===== src/rtl/alu_flag_unit.sv =====
module alu_flag_unit #(
  parameter int DW = 32
) (
  input  logic          clk,
  input  logic          rst_n,
  input  logic [DW-1:0] opnd_a,
  input  logic [DW-1:0] opnd_b,
  input  logic [3:0]    op_code,
  input  logic          flag_we,
  input  logic          mac_ovf,
  input  logic [3:0]    cond_sel,
  output logic [DW-1:0] result,
  output logic          res_wr,
  output logic [31:0]   status,
  output logic          br_taken
);
  localparam int MSB = DW - 1;
  localparam logic [3:0] OP_ADD = 4'd0, OP_ADC = 4'd1, OP_SUB = 4'd2, OP_SBC = 4'd3,
                         OP_CMP = 4'd4, OP_AND = 4'd5, OP_OR  = 4'd6, OP_XOR = 4'd7,
                         OP_NOT = 4'd8, OP_LDS = 4'd9;

  logic       f_n, f_z, f_v, f_c, f_ds, f_mo;
  logic [3:0] f_il;

  logic          cin, is_add, is_sub, is_logic;
  logic [DW:0]   add_w, sub_w;
  logic          v_add, v_sub;

  assign is_add   = (op_code == OP_ADD) || (op_code == OP_ADC);
  assign is_sub   = (op_code == OP_SUB) || (op_code == OP_SBC) || (op_code == OP_CMP);
  assign is_logic = (op_code >= OP_AND) && (op_code <= OP_NOT);
  assign cin      = ((op_code == OP_ADC) || (op_code == OP_SBC)) ? f_c : 1'b0;

  assign add_w = {1'b0, opnd_a} + {1'b0, opnd_b} + {{DW{1'b0}}, cin};
  assign sub_w = {1'b0, opnd_a} - {1'b0, opnd_b} - {{DW{1'b0}}, cin};
  assign v_add = (opnd_a[MSB] == opnd_b[MSB]) && (add_w[MSB] != opnd_a[MSB]);
  assign v_sub = (opnd_a[MSB] != opnd_b[MSB]) && (sub_w[MSB] != opnd_a[MSB]);

  always_comb begin
    case (op_code)
      OP_ADD, OP_ADC:         result = add_w[MSB:0];
      OP_SUB, OP_SBC, OP_CMP: result = sub_w[MSB:0];
      OP_AND:                 result = opnd_a & opnd_b;
      OP_OR:                  result = opnd_a | opnd_b;
      OP_XOR:                 result = opnd_a ^ opnd_b;
      OP_NOT:                 result = ~opnd_b;
      default:                result = '0;
    endcase
  end

  assign res_wr = flag_we && (is_add || is_logic || (is_sub && op_code != OP_CMP));

  always_ff @(posedge clk or negedge rst_n) begin
    if (!rst_n) begin
      f_n <= 1'b0; f_z <= 1'b0; f_v <= 1'b0; f_c <= 1'b0;
      f_ds <= 1'b0; f_mo <= 1'b0; f_il <= 4'd0;
    end else begin
      if (flag_we) begin
        if (is_add || is_sub || is_logic) begin
          f_n <= result[MSB];
          f_z <= (result == '0);
        end
        if (is_add) begin
          f_v <= v_add;
          f_c <= add_w[DW];
        end else if (is_sub) begin
          f_v <= v_sub;
          f_c <= sub_w[DW];
        end
        if (op_code == OP_LDS) begin
          f_n  <= opnd_b[0];
          f_z  <= opnd_b[1];
          f_v  <= opnd_b[2];
          f_c  <= opnd_b[3];
          f_ds <= opnd_b[6];
          f_il <= opnd_b[11:8];
        end
      end
      if (mac_ovf)
        f_mo <= 1'b1;
      else if (flag_we && op_code == OP_LDS)
        f_mo <= opnd_b[7];
    end
  end

  assign status = {20'd0, f_il, f_mo, f_ds, 2'b00, f_c, f_v, f_z, f_n};

  logic sgn_lt;
  assign sgn_lt = f_n ^ f_v;

  always_comb begin
    case (cond_sel)
      4'd0:    br_taken = !f_z && !sgn_lt;
      4'd1:    br_taken = !sgn_lt;
      4'd2:    br_taken = sgn_lt;
      4'd3:    br_taken = f_z || sgn_lt;
      4'd4:    br_taken = !f_z && !f_c;
      4'd5:    br_taken = !f_c;
      4'd6:    br_taken = f_c;
      4'd7:    br_taken = f_z || f_c;
      4'd8:    br_taken = f_z;
      4'd9:    br_taken = !f_z;
      default: br_taken = 1'b0;
    endcase
  end

  p_zero_flag_r1: assert property (@(posedge clk) disable iff (!rst_n)
    (flag_we && (is_add || is_sub || is_logic)) |=> (status[1] == ($past(result) == '0)));

  p_sign_flag_r1: assert property (@(posedge clk) disable iff (!rst_n)
    (flag_we && (is_add || is_sub || is_logic)) |=> (status[0] == $past(result[MSB])));

  p_logic_keeps_vc_r5: assert property (@(posedge clk) disable iff (!rst_n)
    (flag_we && is_logic) |=> $stable(status[3:2]));

  p_cmp_no_write_r6: assert property (@(posedge clk) disable iff (!rst_n)
    (op_code == OP_CMP) |-> !res_wr);

  p_mo_set_r7: assert property (@(posedge clk) disable iff (!rst_n)
    mac_ovf |=> status[7]);

  p_mo_sticky_r7: assert property (@(posedge clk) disable iff (!rst_n)
    (status[7] && !(flag_we && op_code == OP_LDS)) |=> status[7]);

  p_unused_zero_r8: assert property (@(posedge clk) disable iff (!rst_n)
    (status[31:12] == 20'd0) && (status[5:4] == 2'b00));

  p_hold_flags_r12: assert property (@(posedge clk) disable iff (!rst_n)
    !flag_we |=> ($stable(status[3:0]) && $stable(status[6]) && $stable(status[11:8])));

  p_eq_test_r11: assert property (@(posedge clk) disable iff (!rst_n)
    (cond_sel == 4'd8) |-> (br_taken == status[1]));
endmodule


===== config.mk =====
export PLATFORM = sky130hd
export DESIGN_NAME = alu_flag_unit
export DESIGN_NICKNAME = d
export VERILOG_FILES = /design/src/rtl/alu_flag_unit.sv
export SDC_FILE = /design/constraint.sdc
export NUM_CORES = 1
export LEC_CHECK = 0
export BUFFER_PORTS_ARGS = -buffer_cell sky130_fd_sc_hd__buf_4
export CAP_MARGIN = 20
export CORE_MARGIN = 2
export CORE_UTILIZATION = 57
export CTS_CLUSTER_DIAMETER = 80
export DETAILED_ROUTE_END_ITERATION = 10
export MAX_ROUTING_LAYER = met4
export PLACE_DENSITY = 0.81
export SYNTH_ARGS = -nofsm -noshare
export SYNTH_HDL_FRONTEND = slang
export SYNTH_SLANG_ARGS = --single-unit

===== constraint.sdc =====
create_clock -name clk -period 5.95 [get_ports clk]
set_input_delay 0.8925 -clock clk [delete_from_list [all_inputs] [get_ports clk]]
set_output_delay 0.8925 -clock clk [all_outputs]
set_load 0.01 [all_outputs]

==> results.toml, run 1 <==
[critical_path]
worst-endpoint-required_ns = 5.06
cpPeakStageDelay_ns = 0.60
worstSetupPathType = "in -> out"
critPathLaunchType = "primary input"
arrival_ns = 4.49
crit_path_max_fanout = 17
crit_chain = "buf_4 -> nor2b_1 -> nand3b_1 -> fa_1 -> nor2b_1 -> o2111ai_1 -> a21oi_1 -> o2111ai_1 -> o211ai_1 -> nor3_1 -> o311ai_1 -> xor2_1 -> a21o_1 -> buf_4"
slowest_stage = "o311ai_1"
setup.worst_path.end_class = "output port"
reg2regPathDepth = 18

[timing]
slew_headroom_pct = 40.2
fmax_mhz = 186
fin_tns_setup_ns = 0
rsz0062_at_grt = "no"
setup_viol = 0
finalCriticalPeriod_ns = 5.39
drv_slew = 0
fin_crit_sh_pct = 90.5
setup_slack_ns = 0.564
finalHoldViolCount = 0
whs_ns = 0.482
skew_ns = 0.000860
worst_pin_slew_ns = 0.896

[floorplanning]
core_region_area_um2 = 12000
start_util_pct = 58.5
die_width_um = 115
top_level_ports = 142
die_h_um = 115
rows = 40
dieArea_um2 = 13200

[worst_hold_path]
min_path_type = "in -> async"

[global_route]
grtUsageTotal_pct = 35.0
grt_pass1_vias = 7319
gr-total-overflow = 0
grt_max_degree = 30
antenna_found_initial = 0
grt_pass1_wl_um = 36500

[logic_synthesis]
ys_async_sr_fraction_pct = 100
synth.distinct_cells = 91
yosysSeqAreaShare_pct = 3.56
synthCells = 1006
syn_area_per_cell_um2 = 6.98
synth_warnings = 0
synth-seq-cells = 10
synth_ff_type = "dfrtp_1"
synth_edf_count = 0
mappedNetlistArea_um2 = 7030

[routing]
initialDrtViolationCount = 1086
viasPerCell = 6.46
wirelength_um = 23100
drc_errors = 0
dr.pass1.iters = 6
vias = 7954
antenna_left = 0
wl_per_cell_um = 18.7

[power_and_ir_drop]
seqPwrFrac_pct = 8.0
intPower_w = 0.000549
p_sw_w = 0.000591
p_sw_share_pct = 51.8
p_comb_share_pct = 81.6
leakagePower_nw = 3.92
power_density_nw_per_um2 = 144
ir_worst_vdd_mv = 0.0961
power_frac_clock_pct = 10.4

[place]
dp_hpwl_um = 18300
port_buffers = 119
gp_congestion = 1.00
pre_cts_slack_ns = 0.444
dp.cells = 1229

[clock_network]
cts_sinks = 10
worstSkewPairLatency_ns = 0.24
cts_setup_buffers = 0
clk_pin_slew_ns = 0.04
htreeDepth = 1
cts-root-buf = "clkbuf_16"
cts_made_buffers = 3
hold_buffers = 0
tritoncts = "yes"
cts.path.max_buffers = 2
postCtsResizedCells = 0

[layout]
fin_util_pct = 66.0
fillerInstances = 1130
layout_common_cells = "buf_4 (128), ha_1 (126), inv_1 (114)"
multi_input_area_um2 = 6030
insertedDiodeCount = 0
final_common_cell = "buf_4"
fin_cells = 1232
fin_nets = 1293
drive_gt1_share_pct = 15.6
regArea_um2 = 250
syn_to_final_growth_pct = 12.9

[job]
maxCapViolCount = 0

[outcome]
status = "completed"
synth_stat cells, types with 9 or more instances:
cell type | n | area share [%]
a211o_1 | 11 | 1.4
a211oi_1 | 10 | 1.1
a21o_1 | 28 | 3.0
a21oi_1 | 71 | 5.1
a221oi_1 | 14 | 1.7
a31oi_1 | 9 | 0.80
and3_1 | 15 | 1.3
buf_4 | 28 | 3.0
clkbuf_1 | 29 | 1.5
dfrtp_1 | 10 | 3.6
ha_1 | 126 | 22
inv_1 | 114 | 6.1
nand2_1 | 88 | 4.7
nand3_1 | 28 | 2.0
nand4_1 | 16 | 1.4
nor2_1 | 60 | 3.2
nor2b_1 | 11 | 0.98
nor3_1 | 28 | 2.0
o211ai_1 | 13 | 1.4
o21ai_0 | 53 | 3.8
o221ai_1 | 17 | 2.1
or3_1 | 10 | 0.89
xnor2_1 | 23 | 2.9
xor2_1 | 17 | 2.1
stage by stage:
step	area, µm²	power [W]
2_1_floorplan	7110	0.000724
3_5_place_dp	7860	0.000995
5_1_grt	7930	0.00123
4_1_cts	7930	0.00112
6_report	7930	0.00114
3_3_place_gp	7860	0.000993
final timing paths:
| kind | startpoint | to | slack (ns) |
|---|---|---|---|
| min in group clk | f_il[1]$_DFFE_PN0P_ | f_il[1]$_DFFE_PN0P_ | 0.48 |
| max | op_code[0] | result[31] | 0.56 |
| min | rst_n | f_mo$_DFFE_PN0P_ | 0.48 |
| max in group asynchronous | rst_n | f_ds$_DFFE_PN0P_ | 5.32 |
| max reg2reg | f_c$_DFFE_PN0P_ | f_z$_DFFE_PN0P_ | 1.30 |
| min reg2reg | f_il[1]$_DFFE_PN0P_ | f_il[1]$_DFFE_PN0P_ | 0.48 |
cell type report:
class	count	share of cell area [%]
Clock buffer	3	0.947
Inverter	115	5.44
Multi-Input combinational cell	829	76.0
Sequential cell	10	3.16
Tap cell	147	2.32
Timing Repair Buffer	128	12.1
power by group through the flow:
stage | Sequential, W | Combinational, W | Clock [W]
floorplan | 0.0000919 | 0.000632 | 0
global placement | 0.0000924 | 0.000901 | 0
detailed placement | 0.0000927 | 0.000903 | 0
CTS | 0.0000918 | 0.000910 | 0.000119
global route | 0.0000934 | 0.00102 | 0.000122
finish | 0.0000917 | 0.000930 | 0.000118
critical path, delay by kind of cell:
family,cells,cell delay (ns)
simple gates,4,0.67
compound gates,6,1.99
xor+xnor,1,0.17
buf+inv,2,0.33
fa+ha+maj,1,0.42
routing by layer:
layer | GRT usage, % | up-vias | routed length (µm)
li1 | - | 3766 | -
met3 | 3.90 | 82 | 2210
met2 | 51.7 | 503 | 9800
met4 | 14.2 | 0 | 1010
met5 | - | - | 0
met1 | 48.4 | 3603 | 10100
flip-flops by register name, summed over array words and instances (netlist names):
signal  flops
f_ds        1
f_n         1
f_z         1
f_v         1
f_il        4
f_c         1
f_mo        1
kinds of logic after synthesis:
group | Yosys count | synth area share (%)
AO/OA/AOI/OAI | 328 | 33.1
XOR/XNOR | 40 | 4.99
adder cells (fa/ha/maj) | 130 | 23.6
buffers and inverters | 188 | 12.0
flip-flops | 10 | 3.56
multiplexers | 9 | 1.30
other | 1 | 0.0534
AND/OR/NAND/NOR | 300 | 21.4
Note: power is estimated with default switching activity, not from simulation.
==> run 2: changes to the inputs <==
--- a/config.mk
+++ b/config.mk
@@ -11,4 +11,5 @@
 export CORE_UTILIZATION = 57
 export CTS_CLUSTER_DIAMETER = 80
+export CTS_CLUSTER_SIZE = 16
 export DETAILED_ROUTE_END_ITERATION = 10
 export MAX_ROUTING_LAYER = met4
==> constraint.sdc (replaced) <==
create_clock -name clk -period 5.95 [get_ports clk]
set_input_delay 1.19 -clock clk [delete_from_list [all_inputs] [get_ports clk]]
set_output_delay 1.19 -clock clk [all_outputs]
set_load 0.01 [all_outputs]
==> run 2 against run 1 <==
  * Hold slack is essentially flat
  * Global-route usage shrank 0.64 points
  * Register-to-register slack worse by 0.24 ns
  * Critical endpoint is now result[16]
  * Highest routed layer unchanged
==> results.toml, run 2 (same netlist as run 1, synthesis figures left out) <==
[routing]
met2_wirelength_um = 10300
wirelength_um = 23300
dr.pass1.iters = 8
viasPerCell = 6.54
antenna_left = 0
initialDrtViolationCount = 1022
vias = 8122
wl_per_cell_um = 18.7
wl_met1_um = 9920
top_layer = "met4"
wl_met3_um = 2370
drc_errors = 0

[timing]
worst_pin_slew_ns = 1.02
drv_slew = 0
fin_crit_sh_pct = 96.5
whs_ns = 0.482
finalHoldViolCount = 0
skew_ns = 0.000469
finalCriticalPeriod_ns = 5.74
rsz0062_at_grt = "no"
slew_headroom_pct = 31.8
fmax_mhz = 174
fin_tns_setup_ns = 0
setup_viol = 0

[floorplanning]
dieArea_um2 = 13200
top_level_ports = 142
core_region_area_um2 = 12000
die_h_um = 115
start_util_pct = 58.5
rows = 40
die_width_um = 115

[critical_path]
reg2reg_to = "f_z$_DFFE_PN0P_"
crit_chain = "buf_4 -> nor2b_1 -> nand3b_1 -> fa_1 -> inv_1 -> ha_1 -> nor2_1 -> fa_1 -> nor3b_2 -> o21ai_2 -> o311ai_4 -> a2111oi_1 -> a2111oi_1 -> nand3b_1 -> buf_4"
crit_path_max_fanout = 5
setup.worst_path.end_class = "output port"
reg2regPathDepth = 16
critPathBufInv = 3
crit_family = "compound AO/OA/AOI/OAI gates"
arrival_ns = 4.55
ff2ff_setup_slack_ns = 1.06
cpPeakStageDelay_ns = 0.57
critPathLaunchType = "primary input"
r2r_start = "f_c$_DFFE_PN0P_"
slowest_stage = "fa_1"
worstSetupPathType = "in -> out"
worst-endpoint-required_ns = 4.76

[clock_network]
cts-root-buf = "clkbuf_16"
cts_setup_buffers = 0
tritoncts = "yes"
cts_sinks = 10
cts_made_buffers = 3
worstSkewPairLatency_ns = 0.24
htreeDepth = 1
hold_buffers = 0
clk_pin_slew_ns = 0.04
cts.path.max_buffers = 2

[layout]
top_register = "f_il"
fillerInstances = 1108
final_common_cell = "buf_4"
layout_common_cells = "buf_4 (137), ha_1 (126), inv_1 (114)"
insertedDiodeCount = 0
fin_nets = 1302
fin_cells = 1242
largest_reg_flops = 4
syn_to_final_growth_pct = 14.1
drive_gt1_share_pct = 16.4
fin_util_pct = 66.7

[global_route]
grt_pass1_vias = 7252
antenna_found_initial = 0
grt_pass1_wl_um = 36100
gr-total-overflow = 0
grtUsageTotal_pct = 34.3
grt_max_degree = 30

[place]
port_buffers = 119
dp_hpwl_um = 18400
gp_congestion = 1.06
dp.cells = 1238

[worst_hold_path]
hold_start = "f_il[1]$_DFFE_PN0P_"
min_path_cells = 2
min_path_type = "reg -> reg"
min_to = "f_il[1]$_DFFE_PN0P_"

[power_and_ir_drop]
ir_worst_vdd_mv = 0.0897
leakagePower_nw = 3.97
power_density_nw_per_um2 = 146

[job]
maxCapViolCount = 0

[outcome]
status = "completed"
[run 2: cell count changes in the layout (fill, tap and decap cells not counted), sizes merged]
cell / before / now
clkbuf: 3 / 4
buf: 128 / 137
[run 2: layout make-up]
cell class	count	area [µm²]	share of cell area, %
clock buffers	4	88.8	1.11
inverters	115	432	5.38
repair buffers	137	1030	12.8
multi-input cells	829	6030	75.3
well taps	147	184	2.29
flip-flops and latches	10	250	3.12
[run 2: worst reg2reg max path, cell delays in order, from the launching register on]
cell	delay, ns
dfrtp_1	0.42
nand3b_1	0.15
fa_1	0.57
ha_1	0.19
nor2_1	0.06
fa_1	0.53
mux2i_1	0.08
a32oi_1	0.26
o221ai_1	0.24
nor3_1	0.31
o2111ai_1	0.16
or4_1	0.48
nor4_2	0.24
nand4b_1	0.23
nor4_1	0.57
nand4_1	0.21
nand3_1	0.13
[run 2: per-layer routing]
metal	track usage (%)	vias to the layer above
met3	3.00	71
met1	46.9	3728
li1	-	3801
met4	9.40	0
met2	54.3	522
met5	-	-
[run 2: worst max-delay path by stage]
stage,from,endpoint,slack (ns),depth (start not counted)
6_report,op_code[3],result[16],0.21,15
2_1_floorplan,op_code[0],result[26],0.44,16
5_1_grt,op_code[3],result[16],0.01,15
3_5_place_dp,op_code[3],f_z$_DFFE_PN0P_,0.14,18
4_1_cts,op_code[3],result[26],0.19,16
3_3_place_gp,op_code[3],result[26],0.31,17
[run 2: timing repair]
action / in CTS / in global routing
endpoints found under the setup margin: 0 / 3
gates resized for setup: 0 / 1
hold endpoints to repair: 0 / 0
[run 2: per-stage QoR]
stage / cell area (µm²) / total power [W] / setup WS (ns)
4_1_cts: 8010 / 0.00114 / 0.194
2_1_floorplan: 7110 / 0.000724 / 0.440
3_3_place_gp: 7920 / 0.000996 / 0.314
5_1_grt: 8020 / 0.00125 / 0.0106
3_5_place_dp: 7920 / 0.00100 / 0.140
6_report: 8020 / 0.00117 / 0.207
[run 2: report_power, final]
group | leakage (nW) | internal, W | switching [W]
Clock | 0.0442 | 0.000101 | 0.0000331
Combinational | 3.80 | 0.000388 | 0.000554
Sequential | 0.122 | 0.0000808 | 0.0000114
Total | 3.97 | 0.000570 | 0.000599
